--- src/rtl/thread_sel_pkg.sv ---
package thread_sel_pkg;

    typedef enum logic [1:0] {
        WAIT_HOLD  = 2'd0,
        WAIT_SET   = 2'd1,
        WAIT_CLEAR = 2'd2
    } wait_op_e;

endpackage

--- src/rtl/thread_wait_flag.sv ---
module thread_wait_flag
    import thread_sel_pkg::*;
(
    input  logic clk,
    input  logic rst_n,
    input  logic stall_i,
    input  logic resp_i,
    output logic waiting_o
);

    typedef struct packed {
        logic waiting;
    } wstate_t;

    wstate_t  st_d, st_q;
    wait_op_e op;

    always_comb begin
        st_d = st_q;
        if (resp_i)       op = WAIT_CLEAR;
        else if (stall_i) op = WAIT_SET;
        else              op = WAIT_HOLD;
        case (op)
            WAIT_SET:   st_d.waiting = 1'b1;
            WAIT_CLEAR: st_d.waiting = 1'b0;
            default:    st_d = st_q;
        endcase
    end

    always_ff @(posedge clk) begin
        if (!rst_n) st_q <= '0;
        else        st_q <= st_d;
    end

    assign waiting_o = st_q.waiting;

    p_stall_sets_r6: assert property (@(posedge clk) disable iff (!rst_n)
        (stall_i && !resp_i) |=> waiting_o);

    p_resp_wins_r7: assert property (@(posedge clk) disable iff (!rst_n)
        resp_i |=> !waiting_o);

    p_quiet_hold_r10: assert property (@(posedge clk) disable iff (!rst_n)
        (!stall_i && !resp_i) |=> $stable(waiting_o));

endmodule

--- src/rtl/thread_rr_picker.sv ---
module thread_rr_picker #(
    parameter int NUM_THREADS = 4,
    parameter int TID_W       = (NUM_THREADS > 1) ? $clog2(NUM_THREADS) : 1
) (
    input  logic                   clk,
    input  logic                   rst_n,
    input  logic [NUM_THREADS-1:0] elig_i,
    output logic [NUM_THREADS-1:0] grant_o,
    output logic                   gvalid_o,
    output logic [TID_W-1:0]       gtid_o
);

    localparam int LAST = NUM_THREADS - 1;

    typedef struct packed {
        logic [TID_W-1:0] prio;
    } pstate_t;

    pstate_t                st_d, st_q;
    logic [NUM_THREADS-1:0] elig_m;
    logic                   found;
    logic [TID_W-1:0]       sel;
    int                     idx;

    assign elig_m = rst_n ? elig_i : '0;

    always_comb begin
        st_d    = st_q;
        found   = 1'b0;
        sel     = '0;
        idx     = 0;
        grant_o = '0;
        for (int k = 0; k < NUM_THREADS; k++) begin
            idx = int'(st_q.prio) + k;
            if (idx >= NUM_THREADS) idx = idx - NUM_THREADS;
            if (!found && elig_m[idx]) begin
                found = 1'b1;
                sel   = TID_W'(idx);
            end
        end
        if (found) begin
            grant_o[sel] = 1'b1;
            st_d.prio    = (int'(sel) == LAST) ? '0 : sel + 1'b1;
        end
    end

    always_ff @(posedge clk) begin
        if (!rst_n) st_q <= '0;
        else        st_q <= st_d;
    end

    assign gvalid_o = found;
    assign gtid_o   = sel;

    p_one_grant_r3: assert property (@(posedge clk) disable iff (!rst_n)
        $onehot0(grant_o));

    p_valid_or_r3: assert property (@(posedge clk) disable iff (!rst_n)
        gvalid_o == (grant_o != '0));

    p_tid_bit_r3: assert property (@(posedge clk) disable iff (!rst_n)
        gvalid_o |-> grant_o[gtid_o]);

    p_idle_bubble_r5: assert property (@(posedge clk) disable iff (!rst_n)
        (elig_i == '0) |-> (!gvalid_o && gtid_o == '0));

    p_no_repeat_r4: assert property (@(posedge clk) disable iff (!rst_n)
        (gvalid_o && $past(gvalid_o) && grant_o == $past(grant_o))
            |-> ($countones(elig_i) == 1));

endmodule

--- src/rtl/thread_issue_sel.sv ---
module thread_issue_sel #(
    parameter int NUM_THREADS = 4,
    parameter int TID_W       = (NUM_THREADS > 1) ? $clog2(NUM_THREADS) : 1
) (
    input  logic                   clk,
    input  logic                   rst_n,
    input  logic [NUM_THREADS-1:0] inst_valid,
    input  logic [NUM_THREADS-1:0] stall,
    input  logic                   resp_valid,
    input  logic [TID_W-1:0]       resp_tid,
    output logic [NUM_THREADS-1:0] grant,
    output logic                   grant_valid,
    output logic [TID_W-1:0]       grant_tid,
    output logic [NUM_THREADS-1:0] mem_wait
);

    logic [NUM_THREADS-1:0] resp_hit;
    logic [NUM_THREADS-1:0] eligible;

    for (genvar i = 0; i < NUM_THREADS; i++) begin : g_wait
        assign resp_hit[i] = resp_valid && (resp_tid == TID_W'(i));

        thread_wait_flag u_flag (
            .clk       (clk),
            .rst_n     (rst_n),
            .stall_i   (stall[i]),
            .resp_i    (resp_hit[i]),
            .waiting_o (mem_wait[i])
        );
    end

    assign eligible = inst_valid & ~mem_wait;

    thread_rr_picker #(
        .NUM_THREADS (NUM_THREADS),
        .TID_W       (TID_W)
    ) u_pick (
        .clk      (clk),
        .rst_n    (rst_n),
        .elig_i   (eligible),
        .grant_o  (grant),
        .gvalid_o (grant_valid),
        .gtid_o   (grant_tid)
    );

    p_grant_eligible_r2: assert property (@(posedge clk) disable iff (!rst_n)
        (grant & ~(inst_valid & ~mem_wait)) == '0);

    p_reset_quiet_r1: assert property (@(posedge clk)
        !rst_n |-> (!grant_valid && grant == '0));

endmodule

--- config.mk ---
export PLATFORM = sky130hd
export DESIGN_NAME = thread_issue_sel
export DESIGN_NICKNAME = d
export VERILOG_FILES = /design/src/rtl/thread_sel_pkg.sv /design/src/rtl/thread_wait_flag.sv /design/src/rtl/thread_rr_picker.sv /design/src/rtl/thread_issue_sel.sv
export SDC_FILE = /design/constraint.sdc
export NUM_CORES = 1
export LEC_CHECK = 0
export BUFFER_PORTS_ARGS = -buffer_cell sky130_fd_sc_hd__clkbuf_2
export CAP_MARGIN = 5
export CELL_PAD_IN_SITES_DETAIL_PLACEMENT = 0
export CELL_PAD_IN_SITES_GLOBAL_PLACEMENT = 2
export CORE_ASPECT_RATIO = 0.75
export CORE_MARGIN = 4
export CORE_UTILIZATION = 22
export DETAILED_ROUTE_END_ITERATION = 10
export PLACE_DENSITY_LB_ADDON = 0.08
export SLEW_MARGIN = 25
export SYNTH_ARGS = -nofsm -noshare
export SYNTH_HDL_FRONTEND = slang
export SYNTH_SLANG_ARGS = --single-unit
--- constraint.sdc ---
create_clock -name clk -period 2.4 [get_ports clk]
set_input_delay 0.24 -clock clk [delete_from_list [all_inputs] [get_ports clk]]
set_output_delay 0.24 -clock clk [all_outputs]
set_load 0.01 [all_outputs]
-- Yosys cells after proc, flatten, opt, wreduce, memory -nomap -nowiden
Cells that the tools add are included.
W data, S select, Z words.
- output and inout bits: 11
- input bits: 13
- flip-flop bits (word level): 6
- $add $sub $neg: 8
- bitwise operators: 2
- order comparisons: 10
- equality and inequality tests: 12
- multiplexer cells: 41
- reductions and logical operators: 16
- operators with widths (cell ; count):
    $lt A32 B4 Y1 const B ; 4
    $mux W32 ; 4
    $ge A32 B4 Y1 const B ; 3
    $sub A32 B4 Y32 const B ; 3
    $mux W2 ; 9
    $mux W1 ; 17
    $eq A2 B1 Y1 const B ; 6
    $eq A2 B2 Y1 const B ; 6
    $bmux W1 S2 ; 4
    $logic_and A1 B1 Y1 ; 8
    $mux W4 ; 2
    $pmux W1 S2 ; 4
    $reduce_bool A2 Y1 ; 4
    $add A2 B2 Y3 const B ; 2
    $and A4 B4 Y4 ; 1
    $not A4 Y4 ; 1
    $sub A2 B3 Y4 const B ; 1
    $add A2 B1 Y3 const B ; 1
    $ge A2 B3 Y1 const B ; 1
    $logic_not A1 Y1 ; 3
    $lt A2 B3 Y1 const B ; 1
    $add A2 B1 Y2 const B ; 1
    $demux W1 S2 ; 1
    $ge A2 B1 Y1 const B ; 1
    $logic_not A2 Y1 ; 1

-- Longest topological paths before layout
Gate-level depths: netlist (run 1).
- depth after elaboration: 21
- mapped depth: 7

-- By module
A second synthesis (run 1) with hierarchy kept.
- cell total of the unflattened synthesis: 59
- area total of the unflattened synthesis: 501.7 um^2
- by module, submodules not included (module ; instances ; area an instance (um^2) ; cells an instance):
    thread_rr_picker ; 1 ; 294.0 ; 39
    thread_wait_flag ; 4 ; 36.3 ; 3
    thread_issue_sel ; 1 ; 62.6 ; 8

-- Least setup slack after synthesis (run 1)
OpenSTA, ideal clock, no wires.
- kind: register to output
- start point: register u_pick.st_q[1] in the netlist's numbering
- end point: output port grant[1]
- data arrival time: 1.636 ns
- stages on the path, launching flop included: 7
- buffers on the path: 0
- required time: 2.160 ns
- path slack: 0.524 ns
- cells stage by stage: dfxtp_1 -> nand3b_1 -> a32o_1 -> a222oi_1 -> nor2b_1 -> ha_1 -> and2_1
- longest elaborated chain between the ends: 20
- elaborated cells on any way between the ends: 47
- RTL lines (item ; RTL line ; source):
    start, declared ; thread_rr_picker.sv:19 ; pstate_t st_d, st_q;
    start signal, assigned ; thread_rr_picker.sv:49 ; else st_q <= st_d;
    parallel branches: the longest is 14 deep, another holds $sub A32 B4 Y32 ; n/a ;
    $mux W2 * ; thread_rr_picker.sv:36 ; if (!found && elig_m[idx]) begin
    named net grant_tid[0] ; thread_issue_sel.sv:13 ; output logic [TID_W-1:0] grant_tid,
    $lt A2 B3 Y1 (implied by the code) / $ge A2 B1 Y1 (equally long branches) ; thread_rr_picker.sv:42 ; grant_o[sel] = 1'b1;
    $logic_and A1 B1 Y1 (implied by the code) ; thread_rr_picker.sv:42 ;
    $mux W1 (implied by the code) ; thread_rr_picker.sv:42 ;
    $demux W1 S2 * ; n/a ;
    $mux W4 * ; thread_rr_picker.sv:41 ; if (found) begin
    end, declared ; thread_issue_sel.sv:11 ; output logic [NUM_THREADS-1:0] grant,
Mark *: on every way through the listed nets, which the timed path passes. The select of a mux whose other input is x is not followed.

-- Worst setup path after layout (run 1)
- start point: register g_wait[0].u_flag.st_q
- end point: output port grant[3]
- longest elaborated chain between the ends: 21
- elaborated cells on any way between the ends: 35
- RTL lines (item ; RTL line ; source):
    start, declared ; thread_wait_flag.sv:15 ; wstate_t st_d, st_q;
    start signal, assigned ; thread_wait_flag.sv:32 ; else st_q <= st_d;
    $not A4 Y4 * ; thread_issue_sel.sv:32 ; assign eligible = inst_valid & ~mem_wait;
    $and A4 B4 Y4 * ; thread_issue_sel.sv:32 ;
    $mux W4 * ; thread_rr_picker.sv:25 ; assign elig_m = rst_n ? elig_i : '0;
    $bmux W1 S2 ; thread_rr_picker.sv:36 ;
    $mux W1 (implied by the code) (2 in a row) ; thread_rr_picker.sv:36 ;
    $mux W1 ; thread_rr_picker.sv:36 ;
    $logic_not A1 Y1 ; thread_rr_picker.sv:36 ;
    $logic_and A1 B1 Y1 ; thread_rr_picker.sv:36 ;
    (+4 left out) ; n/a ;
    $logic_not A1 Y1 ; thread_rr_picker.sv:36 ;
    $logic_and A1 B1 Y1 ; thread_rr_picker.sv:36 ;
    $mux W2 ; thread_rr_picker.sv:36 ;
    $lt A2 B3 Y1 (implied by the code) / $ge A2 B1 Y1 (equally long branches) ; thread_rr_picker.sv:42 ;
    $logic_and A1 B1 Y1 (implied by the code) ; thread_rr_picker.sv:42 ;
    $mux W1 (implied by the code) ; thread_rr_picker.sv:42 ;
    $demux W1 S2 ; n/a ;
    $mux W4 * ; thread_rr_picker.sv:41 ;
Every way passes the cells marked *; elsewhere a longest branch is shown, timed or not. The select of a mux whose other input is x is not followed.

==> results.sh, run 1 <==
export IMPL_crit_buf_inv=1
export IMPL_endpoint_kind="output pin"
export IMPL_hold_end="g_wait[1].u_flag.waiting_o"
export IMPL_r2r_slack_ns=0.53
export IMPL_drc=0
export IMPL_grt_pass1_wl_um=1610
export IMPL_clk_pin_slew_ns=0.04
export IMPL_rr_startpoint="g_wait[0].u_flag.waiting_o"
export IMPL_worst_r2r_endpoint="u_pick.st_q[1]"
export IMPL_firstDrtPassIters=4
export IMPL_setup_violations=0
export IMPL_avgSynthCellArea_um2=8.55
export IMPL_crit_chain="nand3b_1 -> a32o_1 -> a222oi_1 -> nor2b_1 -> ha_2 -> and2_4 -> buf_2"
export IMPL_period_share_pct=92.1
export IMPL_gr_total_overflow=0
export IMPL_core_area_um2=2000
export IMPL_seq_area_frac_synth_pct=26.0
export IMPL_slew_viol_final=0
export IMPL_fin_skew_ns=0.00228
export IMPL_h_tree_depth=1
export IMPL_synth_nets=71
export IMPL_numCtsBuffers=3
export IMPL_clockBufferDepth=2
export IMPL_synth_main_ff_cell="dfxtp_1"
export IMPL_post_dp_cell_area_um2=573
export IMPL_ys_warn_count=0
export IMPL_maxCapViolCount=0
export IMPL_finalSetupTns_ns=0
export IMPL_p_leak_nw=0.300
export IMPL_grt_pass1_vias=374
export IMPL_yosys_top_cells_area="dfxtp_1, ha_1, nor2b_1"
export IMPL_ioPinCount=24
export IMPL_synthArstFlopShare_pct=0
export IMPL_path_max_fanout=5
export IMPL_p_int_mw=0.211
export IMPL_yosysTopAreaCellShare_pct=26.0
export IMPL_synth_top_family_by_area="compound AO/OA/AOI/OAI gates"
export IMPL_synth_compound_area_share_pct=26.0
export IMPL_synthXorXnorAreaFrac_pct=0
export IMPL_layout_drive_gt1_share_pct=47.4
export IMPL_grt_antenna_before_repair=0
export IMPL_cts_root_buf="clkbuf_4"
export IMPL_worst_pin_slew_ns=0.428
export IMPL_finish_instance_area_um2=618
export IMPL_muxShareOfSynthArea_pct=2.17
export IMPL_globalplace_congestion=0.623
export IMPL_hold_viol=0
export IMPL_routed_wl_um=1120
export IMPL_fmax_ghz=0.453
export IMPL_cp_start_kind="flip-flop"
export IMPL_synthesis_area_um2=462
export IMPL_status="finished clean"
export IMPL_critPathSlowestCell="a222oi_1"
export IMPL_synthTopCellsByCount="dfxtp_1, nor2b_1, and2_1, o21ai_0"
export IMPL_seqPwrFrac_pct=39.3
export IMPL_grt_max_degree=13
export IMPL_holdPathStages=2
export IMPL_die_y_um=47.7
export IMPL_power_frac_clock_pct=29.3
export IMPL_postRouteAntennaNets=0
export IMPL_power_switching_mw=0.0894
export IMPL_comb_power_share_pct=31.4
export IMPL_synth_top_area_cell="dfxtp_1"
export IMPL_worstSetupPathType="flip-flop to output pin"
export IMPL_antenna_cells=0
export IMPL_num_vias=456
export IMPL_reg2reg_depth=7
export IMPL_first_iter_violations=5
export IMPL_crit_arrival_ns=1.97
export IMPL_slew_headroom_pct=71.4
export IMPL_port_buffers=23
export IMPL_max_vdd_ir_drop_mv=0.249
export IMPL_viasPerCell=4.56
export IMPL_hold_start="resp_tid[0]"
export IMPL_synth_edf_count=0
export IMPL_cts_sinks=6
export IMPL_critPathMaxStageDelay_ns=0.43
export IMPL_synthSimpleGateAreaFrac_pct=25.2
export IMPL_rsz0062_at_grt="no"
export IMPL_areaGrowthSynthToFinish_pct=33.9
export IMPL_grt_usage_pct=8.08
export IMPL_cp_required_ns=2.16
export IMPL_swShare_pct=29.8
export IMPL_die_w_um=60.9
export IMPL_synthAdderAreaFrac_pct=10.8
export IMPL_netlist_instances=54
export IMPL_clk_insertion_delay_late_ns=0.23
export IMPL_ys_seq_elements=6
export IMPL_yosysUniqueCellTypes=23
export IMPL_cts_tree="built"
export IMPL_nNetsFinal=95
export IMPL_power_density_nw_per_um2=486
export IMPL_min_path_type="input pin to flip-flop"
export IMPL_wl_per_cell_um=11.2
export IMPL_hold_buffers=0
export IMPL_critPathTopFamily="compound AO/OA/AOI/OAI gates"
export IMPL_min_period_ns=2.21
export IMPL_hold_ws_ns=0.220
export IMPL_die_area_um2=2900
export IMPL_dpl_hpwl_um=924
export IMPL_rows=14
export IMPL_initial_utilization_pct=23.1
-- registers in the layout, summed over array words and instances, names as in the netlist --
signal                   count
g_wait.u_flag.waiting_o      4
u_pick.st_q                  2
-- what timing repair did --
action | 4_1_cts | 5_1_grt
resized for setup | 0 | 8
setup endpoints to repair | 0 | 4
endpoints found under the hold margin | 0 | 0
setup buffers | 0 | 1
-- cells in the final DEF (no fill, tap or decap) --
| master | instances |
|---|---|
| clkbuf_2 | 22 |
| nor2b_1 | 5 |
| o21ai_0 | 5 |
| and2_1 | 4 |
| a31oi_1 | 4 |
| dfxtp_1 | 4 |
| inv_1 | 3 |
| clkbuf_4 | 3 |
| nand2_1 | 2 |
| a21oi_1 | 2 |
| ha_2 | 2 |
| ha_1 | 2 |
| nand3b_1 | 1 |
| nor2_1 | 1 |
| nand2b_4 | 1 |
| a32o_1 | 1 |
| and3b_1 | 1 |
| nor2b_2 | 1 |
| a222oi_1 | 1 |
| o41a_2 | 1 |
| nand2b_1 | 1 |
| o21a_1 | 1 |
| o221ai_1 | 1 |
| o221a_2 | 1 |
| and2_4 | 1 |
| mux2i_1 | 1 |
| dfxtp_4 | 1 |
| buf_2 | 1 |
| buf_4 | 1 |
| dfxtp_2 | 1 |
-- stage by stage --
step | util, % | total power, mW | instances | worst slack (ns)
2_1_floorplan | - | 0.182 | 54 | 0.524
3_5_place_dp | 28.7 | 0.211 | 96 | 0.301
6_report | 31.0 | 0.300 | 100 | 0.190
3_3_place_gp | 28.7 | 0.216 | 96 | 0.315
5_1_grt | 31.0 | 0.328 | 100 | 0.00262
4_1_cts | 29.8 | 0.304 | 99 | 0.0299
-- logic make-up (layout without fill, tap and decap cells) --
family | Yosys count | after routing
buffers and inverters | 8 | 30
AND/OR/NAND/NOR | 18 | 18
adder cells (fa/ha/maj) | 4 | 4
AO/OA/AOI/OAI | 17 | 17
flip-flops | 6 | 6
multiplexers | 1 | 1
-- power by group through the flow --
stage	Sequential (mW)	Clock, mW	Combinational [mW]
finish	0.118	0.0879	0.0944
global route	0.119	0.102	0.106
CTS	0.118	0.0935	0.0926
detailed placement	0.120	0	0.0915
global placement	0.120	0	0.0964
floorplan	0.117	0	0.0648
-- layout make-up --
type / instances / area (µm²)
timing repair buffer: 24 / 123
fill: 233 / 1380
clock buffer: 3 / 22.5
tap: 24 / 30.0
sequential: 6 / 125
inverter: 3 / 11.3
multi-input combinational: 40 / 307
-- worst max-delay path by stage --
stage | slack [ns] | to | start | cells past startpoint
global route | 0.003 | grant[3] | g_wait[0].u_flag.waiting_o | 7
finish | 0.19 | grant[3] | g_wait[0].u_flag.waiting_o | 7
floorplan | 0.52 | grant[1] | u_pick.st_q[1] | 6
detailed placement | 0.30 | grant[3] | u_pick.st_q[1] | 7
global placement | 0.31 | grant[3] | u_pick.st_q[1] | 7
CTS | 0.03 | grant[3] | u_pick.st_q[1] | 7
-- layer usage --
layer	wire [µm]	part of all wire, %	vias up	GRT usage (%)
met2	419	37	13	10.0
met1	598	53	206	10.8
met4	0	0	0	2.60
met3	104	9.3	0	5.66
li1	-	-	237	-
met5	0	0	-	0
-- worst reg2reg max path, cell delays in order (launching register included) --
cell and delay (ns):
dfxtp_4 0.34, nand3b_1 0.15, a32o_1 0.22, a222oi_1 0.43, nor2b_1 0.15, ha_2 0.28
mux2i_1 0.13, nor2b_1 0.06
(Power assumes the default switching activity.)
==> run 2: changes to the inputs <==
--- a/config.mk
+++ b/config.mk
@@ -14,6 +14,7 @@
 export CORE_UTILIZATION = 22
 export DETAILED_ROUTE_END_ITERATION = 10
 export PLACE_DENSITY_LB_ADDON = 0.08
+export RECOVER_POWER = 100
 export SLEW_MARGIN = 25
 export SYNTH_ARGS = -nofsm -noshare
 export SYNTH_HDL_FRONTEND = slang
==> constraint.sdc (replaced) <==
create_clock -name clk -period 2.4 [get_ports clk]
set_input_delay 0.36 -clock clk [delete_from_list [all_inputs] [get_ports clk]]
set_output_delay 0.36 -clock clk [all_outputs]
set_load 0.01 [all_outputs]
==> run 2 against run 1 <==
  * Clock skew shrank 0.0021 ns
  * Critical path type unchanged
  * Clock-buffer cell count is the same
  * Largest power group unchanged
  * Wire length is 5.9% higher
  * Register-to-register slack about the same
  * Critical path depth up 1
==> results.sh, run 2 (synthesis gave the netlist of run 1 again) <==
export IMPL_cts_sinks=6
export IMPL_holdPathStages=2
export IMPL_p_leak_nw=0.318
export IMPL_critPathSlowestCell="dfxtp_4"
export IMPL_fmax_ghz=0.430
export IMPL_power_density_nw_per_um2=481
export IMPL_clk_insertion_delay_late_ns=0.24
export IMPL_min_path_type="input pin to flip-flop"
export IMPL_min_period_ns=2.33
export IMPL_globalplace_congestion=0.655
export IMPL_slew_headroom_pct=78.2
export IMPL_crit_arrival_ns=1.97
export IMPL_maxCapViolCount=0
export IMPL_nNetsFinal=98
export IMPL_hold_buffers=0
export IMPL_drc=0
export IMPL_die_w_um=60.9
export IMPL_path_max_fanout=5
export IMPL_wl_per_cell_um=11.5
export IMPL_comb_power_share_pct=34.5
export IMPL_critPathTopFamily="compound AO/OA/AOI/OAI gates"
export IMPL_grt_usage_pct=9.56
export IMPL_crit_chain="nand3b_1 -> a32o_1 -> a222oi_1 -> buf_4 -> nand2b_4 -> ha_1 -> and2_1 -> buf_2"
export IMPL_p_int_mw=0.220
export IMPL_initial_utilization_pct=23.1
export IMPL_die_y_um=47.7
export IMPL_clk_pin_slew_ns=0.04
export IMPL_fin_skew_ns=0.000198
export IMPL_worst_r2r_endpoint="u_pick.st_q[1]"
export IMPL_layout_common_cells="clkbuf_2, nor2b_1, o21ai_0"
export IMPL_cts_tree="built"
export IMPL_power_switching_mw=0.0932
export IMPL_num_vias=463
export IMPL_worst_pin_slew_ns=0.327
export IMPL_rr_startpoint="g_wait[0].u_flag.waiting_o"
export IMPL_antenna_cells=0
export IMPL_max_vdd_ir_drop_mv=0.308
export IMPL_crit_buf_inv=2
export IMPL_cts_root_buf="clkbuf_4"
export IMPL_ioPinCount=24
export IMPL_die_area_um2=2900
export IMPL_gr_total_overflow=0
export IMPL_layout_commonest_cell="clkbuf_2"
export IMPL_dpl_hpwl_um=965
export IMPL_critPathMaxStageDelay_ns=0.35
export IMPL_hold_end="g_wait[1].u_flag.waiting_o"
export IMPL_port_buffers=23
export IMPL_power_frac_clock_pct=28.2
export IMPL_firstDrtPassIters=5
export IMPL_cp_required_ns=2.04
export IMPL_rows=14
export IMPL_grt_max_degree=9
export IMPL_postRouteAntennaNets=0
export IMPL_reg2reg_depth=8
export IMPL_grt_pass1_wl_um=1960
export IMPL_seqPwrFrac_pct=37.3
export IMPL_h_tree_depth=1
export IMPL_place_inst=99
export IMPL_fin_cells=103
export IMPL_worstSetupPathType="flip-flop to output pin"
export IMPL_slew_viol_final=0
export IMPL_swShare_pct=29.8
export IMPL_viasPerCell=4.50
export IMPL_r2r_slack_ns=0.52
export IMPL_power_mw=0.313
export IMPL_hold_viol=0
export IMPL_status="finished clean"
export IMPL_numCtsBuffers=3
export IMPL_grt_pass1_vias=440
export IMPL_areaGrowthSynthToFinish_pct=40.9
export IMPL_largest_reg_flops=4
export IMPL_clockBufferDepth=2
export IMPL_grt_antenna_before_repair=0
export IMPL_hold_ws_ns=0.343
export IMPL_layout_drive_gt1_share_pct=49.4
export IMPL_first_iter_violations=7
export IMPL_setup_violations=0
export IMPL_core_area_um2=2000
export IMPL_routed_wl_um=1190
export IMPL_hold_start="resp_tid[0]"
export IMPL_period_share_pct=96.9
export IMPL_cp_start_kind="flip-flop"
export IMPL_rsz0062_at_grt="yes"
export IMPL_endpoint_kind="output pin"
export IMPL_finalSetupTns_ns=0
run 2: area by class of cell:
cell class	count	area, µm²
clock buffers	3	22.5
fillers	228	1350
inverters	3	11.3
multi-input cells	40	314
flip-flops and latches	6	125
well taps	24	30.0
repair buffers	27	148
run 2: worst max path at each step:
stage                                     from       end  slack, ns  cells after the start
CTS                 g_wait[0].u_flag.waiting_o  grant[3]       0.01                      8
detailed placement               inst_valid[0]  grant[3]       0.18                      9
global placement                 inst_valid[0]  grant[2]       0.15                      9
floorplan                        inst_valid[0]  grant[1]       0.40                      5
global route        g_wait[0].u_flag.waiting_o  grant[2]      -0.06                      8
finish              g_wait[0].u_flag.waiting_o  grant[0]       0.07                      8
run 2: stage by stage:
step	util, %	cell area (µm²)	setup WS (ns)
floorplan	-	462	0.398
global placement	29.8	596	0.154
detailed placement	29.8	596	0.183
CTS	31.0	618	0.0133
global route	32.6	651	-0.0639
finish	32.6	651	0.0741
run 2: routing by layer:
| layer | global-route usage [%] | share of wire [%] | vias up |
|---|---|---|---|
| li1 | - | - | 244 |
| met1 | 13.3 | 51 | 200 |
| met2 | 12.4 | 37 | 19 |
| met3 | 6.20 | 12 | 0 |
| met4 | 1.30 | 0 | 0 |
| met5 | 0 | 0 | - |
run 2: what timing repair did:
item | 4_1_cts | 5_1_grt
pin swaps | 1 | 2
endpoints found under the setup margin | 1 | 4
resized for setup | 0 | 13
buffers inserted | 0 | 1
run 2: power by group through the flow:
stage,sequential [mW],clock [mW],combinational (mW)
floorplan,0.117,0,0.0648
global placement,0.119,0,0.104
detailed placement,0.118,0,0.101
CTS,0.117,0.0928,0.102
global route,0.118,0.102,0.122
finish,0.117,0.0881,0.108
run 2: worst register-to-register path, stage by stage (launching register included):
cell and delay, ns:
dfxtp_4 0.35, nand3b_1 0.15, a32o_1 0.22, a222oi_1 0.35, buf_4 0.19, nor2b_2 0.05, ha_2 0.27, mux2i_1 0.14
nor2b_1 0.06
